===== src/rtl/fpwm_pkg.sv =====
package fpwm_pkg;

  typedef enum logic {
    SRC_INT = 1'b0,
    SRC_EXT = 1'b1
  } clk_src_e;

  // Reverse the lowest w bits of v.
  function automatic int unsigned bit_rev(input int unsigned v, input int unsigned w);
    int unsigned r;
    r = 0;
    for (int unsigned i = 0; i < w; i++) begin
      r = (r << 1) | ((v >> i) & 1);
    end
    return r;
  endfunction

  // A period at frame position f is stretched when its reversed index is below n.
  function automatic logic extra_due(input int unsigned f, input int unsigned n,
                                     input int unsigned w);
    return bit_rev(f, w) < n;
  endfunction

endpackage


===== src/rtl/fpwm_tick_src.sv =====
module fpwm_tick_src #(
  parameter int SYNC_N = 2
) (
  input  logic                clk,
  input  logic                rst_n,
  input  fpwm_pkg::clk_src_e  src,
  input  logic                int_tick,
  input  logic                ext_in,
  output logic                tick,
  output logic                sync_lvl,
  output logic                sync_prev
);
  logic [SYNC_N-1:0] sync_q;
  logic              ext_rise;

  generate
    for (genvar i = 0; i < SYNC_N; i++) begin : g_sync
      always_ff @(posedge clk or negedge rst_n) begin
        if (!rst_n) begin
          sync_q[i] <= 1'b0;
        end else begin
          if (i == 0) sync_q[i] <= ext_in;
          else        sync_q[i] <= sync_q[(i == 0) ? 0 : i-1];
        end
      end
    end
  endgenerate

  always_ff @(posedge clk or negedge rst_n) begin
    if (!rst_n) sync_prev <= 1'b0;
    else        sync_prev <= sync_q[SYNC_N-1];
  end

  assign sync_lvl = sync_q[SYNC_N-1];
  assign ext_rise = sync_lvl & ~sync_prev;
  assign tick     = (src == fpwm_pkg::SRC_EXT) ? ext_rise : int_tick;
endmodule


===== src/rtl/fpwm_duty_regs.sv =====
module fpwm_duty_regs #(
  parameter int BUS_W  = 8,
  parameter int DUTY_W = 12
) (
  input  logic              clk,
  input  logic              rst_n,
  input  logic              wr_lo,
  input  logic              wr_hi,
  input  logic [BUS_W-1:0]  wdata,
  input  logic              dbuf_en,
  input  logic              run,
  input  logic              commit,
  output logic [DUTY_W-1:0] duty_buf,
  output logic [DUTY_W-1:0] duty_act,
  output logic [DUTY_W-1:0] duty_nxt,
  output logic [DUTY_W-1:0] rb
);
  localparam int HI_W = DUTY_W - BUS_W;

  logic [BUS_W-1:0]  stage_lo;
  logic [DUTY_W-1:0] new_word;
  logic              direct;
  logic              wdata_unused;

  assign wdata_unused = ^wdata[BUS_W-1:HI_W];
  assign new_word     = {wdata[HI_W-1:0], stage_lo};
  assign direct       = !dbuf_en || !run;

  always_comb begin
    duty_nxt = duty_act;
    if (wr_hi && direct)       duty_nxt = new_word;
    else if (commit && dbuf_en) duty_nxt = duty_buf;
  end

  always_ff @(posedge clk or negedge rst_n) begin
    if (!rst_n) begin
      stage_lo <= '0;
      duty_buf <= '0;
      duty_act <= '0;
    end else begin
      if (wr_lo) stage_lo <= wdata;
      if (wr_hi) duty_buf <= new_word;
      duty_act <= duty_nxt;
    end
  end

  assign rb = dbuf_en ? duty_buf : duty_act;
endmodule


===== src/rtl/fpwm_core.sv =====
module fpwm_core #(
  parameter int CNT_W  = 8,
  parameter int FRAC_W = 4
) (
  input  logic                     clk,
  input  logic                     rst_n,
  input  logic                     run,
  input  logic                     tick,
  input  logic [CNT_W+FRAC_W-1:0]  duty_act,
  input  logic [CNT_W+FRAC_W-1:0]  duty_nxt,
  output logic [CNT_W-1:0]         cnt,
  output logic [FRAC_W-1:0]        frame_idx,
  output logic                     inv,
  output logic [CNT_W:0]           thresh,
  output logic                     commit,
  output logic                     ovf_pulse,
  output logic                     frame_pulse
);
  localparam int DUTY_W = CNT_W + FRAC_W;
  localparam int TW     = CNT_W + 1;
  localparam logic [CNT_W-1:0]  CMAX = '1;
  localparam logic [FRAC_W-1:0] FMAX = '1;

  // Ticks at the start level for a given duty word and frame position.
  function automatic logic [TW-1:0] thresh_of(input logic [DUTY_W-1:0] d,
                                              input logic [FRAC_W-1:0] f);
    logic ex;
    ex = fpwm_pkg::extra_due(int'(f), int'(d[FRAC_W-1:0]), FRAC_W);
    return {1'b0, d[DUTY_W-1:FRAC_W]} + TW'(ex);
  endfunction

  logic            wrap;
  logic [CNT_W-1:0] cnt_n;
  logic [TW-1:0]   thresh_new;

  assign wrap       = run && tick && (cnt == CMAX);
  assign commit     = wrap && (frame_idx == FMAX);
  assign cnt_n      = cnt + CNT_W'(1);
  assign thresh     = thresh_of(duty_act, frame_idx);
  assign thresh_new = thresh_of(duty_nxt, frame_idx + FRAC_W'(1));

  always_ff @(posedge clk or negedge rst_n) begin
    if (!rst_n) begin
      cnt         <= '0;
      frame_idx   <= '0;
      inv         <= 1'b0;
      ovf_pulse   <= 1'b0;
      frame_pulse <= 1'b0;
    end else if (!run) begin
      cnt         <= '0;
      frame_idx   <= '0;
      inv         <= 1'b0;
      ovf_pulse   <= 1'b0;
      frame_pulse <= 1'b0;
    end else begin
      ovf_pulse   <= wrap;
      frame_pulse <= commit;
      if (tick) begin
        cnt <= cnt_n;
        if (wrap) begin
          frame_idx <= frame_idx + FRAC_W'(1);
          inv       <= (thresh_new == '0);
        end else if ({1'b0, cnt_n} == thresh) begin
          inv <= 1'b1;
        end
      end else if ({1'b0, cnt} == thresh) begin
        inv <= 1'b1;
      end
    end
  end
endmodule


===== src/rtl/frac_pwm.sv =====
module frac_pwm #(
  parameter int CNT_W  = 8,
  parameter int FRAC_W = 4,
  parameter int BUS_W  = 8,
  parameter int SYNC_N = 2
) (
  input  logic                     clk,
  input  logic                     rst_n,
  input  logic                     run_en,
  input  logic                     idle_level,
  input  logic                     dbuf_en,
  input  logic                     ext_sel,
  input  logic                     int_tick,
  input  logic                     ext_clk_in,
  input  logic                     wr_lo,
  input  logic                     wr_hi,
  input  logic [BUS_W-1:0]         wdata,
  output logic [CNT_W+FRAC_W-1:0]  rb_duty,
  output logic                     pwm_out,
  output logic                     ovf_irq,
  output logic                     frame_irq
);
  localparam int DUTY_W = CNT_W + FRAC_W;

  fpwm_pkg::clk_src_e src;
  logic               tick;
  logic               sync_lvl;
  logic               sync_prev;
  logic [DUTY_W-1:0]  duty_buf;
  logic [DUTY_W-1:0]  duty_act;
  logic [DUTY_W-1:0]  duty_nxt;
  logic [CNT_W-1:0]   cnt;
  logic [FRAC_W-1:0]  frame_idx;
  logic               inv;
  logic [CNT_W:0]     thresh;
  logic               commit;

  assign src = ext_sel ? fpwm_pkg::SRC_EXT : fpwm_pkg::SRC_INT;

  fpwm_tick_src #(.SYNC_N(SYNC_N)) u_tick (
    .clk(clk), .rst_n(rst_n), .src(src), .int_tick(int_tick), .ext_in(ext_clk_in),
    .tick(tick), .sync_lvl(sync_lvl), .sync_prev(sync_prev)
  );

  fpwm_duty_regs #(.BUS_W(BUS_W), .DUTY_W(DUTY_W)) u_regs (
    .clk(clk), .rst_n(rst_n), .wr_lo(wr_lo), .wr_hi(wr_hi), .wdata(wdata),
    .dbuf_en(dbuf_en), .run(run_en), .commit(commit),
    .duty_buf(duty_buf), .duty_act(duty_act), .duty_nxt(duty_nxt), .rb(rb_duty)
  );

  fpwm_core #(.CNT_W(CNT_W), .FRAC_W(FRAC_W)) u_core (
    .clk(clk), .rst_n(rst_n), .run(run_en), .tick(tick),
    .duty_act(duty_act), .duty_nxt(duty_nxt),
    .cnt(cnt), .frame_idx(frame_idx), .inv(inv), .thresh(thresh), .commit(commit),
    .ovf_pulse(ovf_irq), .frame_pulse(frame_irq)
  );

  assign pwm_out = idle_level ^ inv;
endmodule


===== config.mk =====
export PLATFORM = sky130hd
export DESIGN_NAME = frac_pwm
export DESIGN_NICKNAME = d
export VERILOG_FILES = /design/src/rtl/fpwm_pkg.sv /design/src/rtl/fpwm_tick_src.sv /design/src/rtl/fpwm_duty_regs.sv /design/src/rtl/fpwm_core.sv /design/src/rtl/frac_pwm.sv
export SDC_FILE = /design/constraint.sdc
export NUM_CORES = 1
export LEC_CHECK = 0
export ABC_AREA = 1
export BUFFER_PORTS_ARGS = -buffer_cell sky130_fd_sc_hd__buf_2
export CAP_MARGIN = 10
export CORE_ASPECT_RATIO = 0.75
export CORE_MARGIN = 3
export CORE_UTILIZATION = 45
export CTS_CLUSTER_SIZE = 14
export DETAILED_ROUTE_END_ITERATION = 10
export HOLD_SLACK_MARGIN = 0.05
export PLACE_DENSITY_LB_ADDON = 0.2
export RECOVER_POWER = 25
export SYNTH_ARGS = -nofsm -noshare
export SYNTH_HDL_FRONTEND = slang
export SYNTH_SLANG_ARGS = --single-unit

===== constraint.sdc =====
create_clock -name clk -period 3.8 [get_ports clk]
set_input_delay 0.57 -clock clk [delete_from_list [all_inputs] [get_ports clk]]
set_output_delay 0.57 -clock clk [all_outputs]
set_load 0.03 [all_outputs]

==> out/metrics.csv <==
metric,value,unit
MaxCap Viol Count,0,
Avg WL per Cell,14.2,um
clock network fraction of total power,29.0,%
synth unique cells,35,
"critical path fanouts, max",17,
"commonest non-fill, non-tap cell in the layout",nand2_1,
synthesized instance count,394,
Slowest cell on crit path,dfrtp_1,
syn nets,424,
TritonRoute pass-1 iters,6,
Yosys top cell by area,dfrtp_1,
Synth top area share,41.8,%
fin crit share,89.6,%
nets@finish,456,
Max Clk Rate,294,MHz
register share of total power,46.9,%
cells along the critical path,ha_1 > nand2_2 > nor2_2 > nand3_2 > nor2_4 > nand3_4 > nand2_1 > o211ai_1 > o21ai_0 > inv_1 > ha_1 > a21o_1 > nor2_1 > ha_1 > ha_1 > nor2_1 > nand3_1 > nor2_1 > nand3_1 > nand2_1 > nand2_1 > nand2_1,
Comb pwr share,24.1,%
DRC,0,
max incr delay on CP,0.47,ns
post-synthesis sequential area ratio,41.8,%
"Req. time, crit path",4.05,ns
Design Power,1.31,mW
Initial Util,46.9,%
die height,76.6,um
Multi-input gate area,1460,um^2
Power Density,392,nW/um^2
Post-CTS Hold Buffers,0,
top post-synthesis cells by area,"dfrtp_1 (42%), nand2_1 (13%), inv_1 (6.9%), o21ai_0 (5.5%), ha_1 (5.0%)",
initial antenna violation count,0,
worst slew pin tran,1.01,ns
Pint,0.878,mW
Storage cell area,1250,um^2
remaining antenna violation count,0,
CP Class,reg -> reg,
Hold/Removal Path Class,reg -> reg,
P_leak,1.74,nW
vias,2654,
FP Rows,25,
Top Family by Delay on Critical Path,simple AND/OR/NAND/NOR gates,
number of global-route vias before repair,2474,
first-pass GRT wire length,12200,um
fin crit period,3.41,ns
CTS tree,yes,
buffer and inverter count on the worst path,1,
largest net degree at the start of global routing,33,
Hold Fails Final Rpt,0,
Vias/cell,5.22,
DPL Wire Length,5500,um
final clock skew,0.00373,ns
total gr overflow,0,
H-tree Lvls,2,
number of synthesized register bits,50,
Worst-Skew Late Latency,0.30,ns
drt total wl,7240,um
number of synthesized flops with an enable pin,0,
Worst setup EP type,register,
Psw,0.428,mW
"commonest non-fill, non-tap cells in the layout","nand2_1 (102), inv_1 (55), dfrtp_1 (50)",
share of layout cells above drive strength 1,13.1,%
Root Driver,clkbuf_8,
Fin Setup TNS,0,ns
CTS buffer count,5,
Yosys warning total,0,
Chip Width,100,um
core region area,6380,um^2
post-CTS setup buffers,0,
quantity of I/O buffers inserted on ports,32,
Syn Area/Cell,7.59,um^2
Synth async-reset ratio,100,%
CTS Buffer Depth,2,
setup repair after global routing missed its margin,no,
Worst Path Arrival,3.66,ns
Peak VDD IR,0.206,mV
Clock Sinks,50,
Tot GR Track Use,20.2,%
Rel. slew slack,32.5,%
Area Overhead vs Synth,11.5,%
fill cell count,660,
post-cts repair resize count,0,
initial DRC count,120,
final core utilization,52.3,%
Clock Pin Slew Worst Setup and Hold Paths,0.09,ns
Antenna diodes,0,
Max Transition Viols Final,0,
die area,7670,um^2
final setup fails,0,
Final GP Congestion,0.899,
Netlist Area Pre-Place,2990,um^2
CP Launch Type,register,
status,"finished, final reports clean",
switch share,32.8,%
Main synth FF type,dfrtp_1,
Top-Level Pins,33,
[cell families (layout without fill, tap and decap cells)]
| family | Yosys count | after routing | share of synthesized area, % |
|---|---|---|---|
| compound gates | 62 | 62 | 11.8 |
| xor+xnor | 14 | 14 | 4.10 |
| fa+ha+maj | 12 | 12 | 5.02 |
| buf+inv | 70 | 103 | 9.46 |
| flops | 50 | 50 | 41.8 |
| mux | 1 | 1 | 0.377 |
| simple gates | 185 | 185 | 27.4 |
[registers in the layout (all words and copies together), names as in the netlist]
| register | count |
|---|---|
| u_core.cnt | 8 |
| u_tick.sync_q | 1 |
| u_core.frame_pulse | 1 |
| u_regs.duty_act | 12 |
| u_core.inv | 1 |
| u_regs.duty_buf | 12 |
| u_tick.sync_lvl | 1 |
| u_tick.sync_prev | 1 |
| u_regs.stage_lo | 8 |
| u_core.frame_idx | 4 |
| u_core.ovf_pulse | 1 |
[layer usage]
layer,track usage (%),routed length [um]
met5,0,0
met4,5.38,87
met3,4.03,389
met2,29.2,2980
met1,30.5,3780
[final cells by class]
class,instances,share of cell area [%]
Multi-Input combinational cell,274,43.7
Sequential cell,50,37.5
Tap cell,81,3.04
Timing Repair Buffer,38,6.08
Clock inverter,2,1.13
Clock buffer,6,2.18
Inverter,57,6.41
[power groups by stage]
stage          Combinational (mW)  Sequential [mW]  Clock (mW)
4_1_cts                     0.316            0.612       0.387
5_1_grt                     0.360            0.619       0.407
6_report                    0.314            0.612       0.379
3_5_place_dp                0.314            0.622           0
3_3_place_gp                0.309            0.621           0
2_1_floorplan               0.230            0.610           0
[synth_stat cells (3+ instances only)]
| library cell | instances |
|---|---|
| dfrtp_1 | 50 |
| inv_1 | 55 |
| nor2_1 | 28 |
| nand2_1 | 102 |
| o21ai_0 | 33 |
| xor2_1 | 10 |
| a21oi_1 | 15 |
| buf_2 | 3 |
| nand4_1 | 14 |
| o22ai_1 | 4 |
| clkbuf_1 | 6 |
| ha_1 | 12 |
| nand3_1 | 30 |
| xnor2_1 | 4 |
| o211ai_1 | 3 |
[stage by stage]
| step | setup WS, ns | hold WS, ns | std cells | instance area [um^2] |
|---|---|---|---|---|
| floorplan | 0.721 | 0.274 | 394 | 2990 |
| global placement | 0.503 | 0.344 | 500 | 3230 |
| detailed placement | 0.371 | 0.340 | 500 | 3230 |
| CTS | 0.397 | 0.203 | 508 | 3340 |
| global route | 0.0642 | 0.356 | 508 | 3340 |
| finish | 0.394 | 0.363 | 508 | 3340 |
[final timing paths]
path,startpoint,endpoint,slack (ns),cells past startpoint
worst max-delay path,u_core.cnt[0],u_core.inv,0.39,22
worst min-delay path,u_tick.sync_q[0],u_tick.sync_lvl,0.36,0
worst max register to register,u_core.cnt[0],u_core.inv,0.39,22
worst min register to register,u_tick.sync_q[0],u_tick.sync_lvl,0.36,0
max in group asynchronous,rst_n,u_core.cnt[4],2.40,2
min in group asynchronous,rst_n,u_regs.duty_buf[0],0.41,1
No activity file was read; power rests on OpenSTA's default activity.
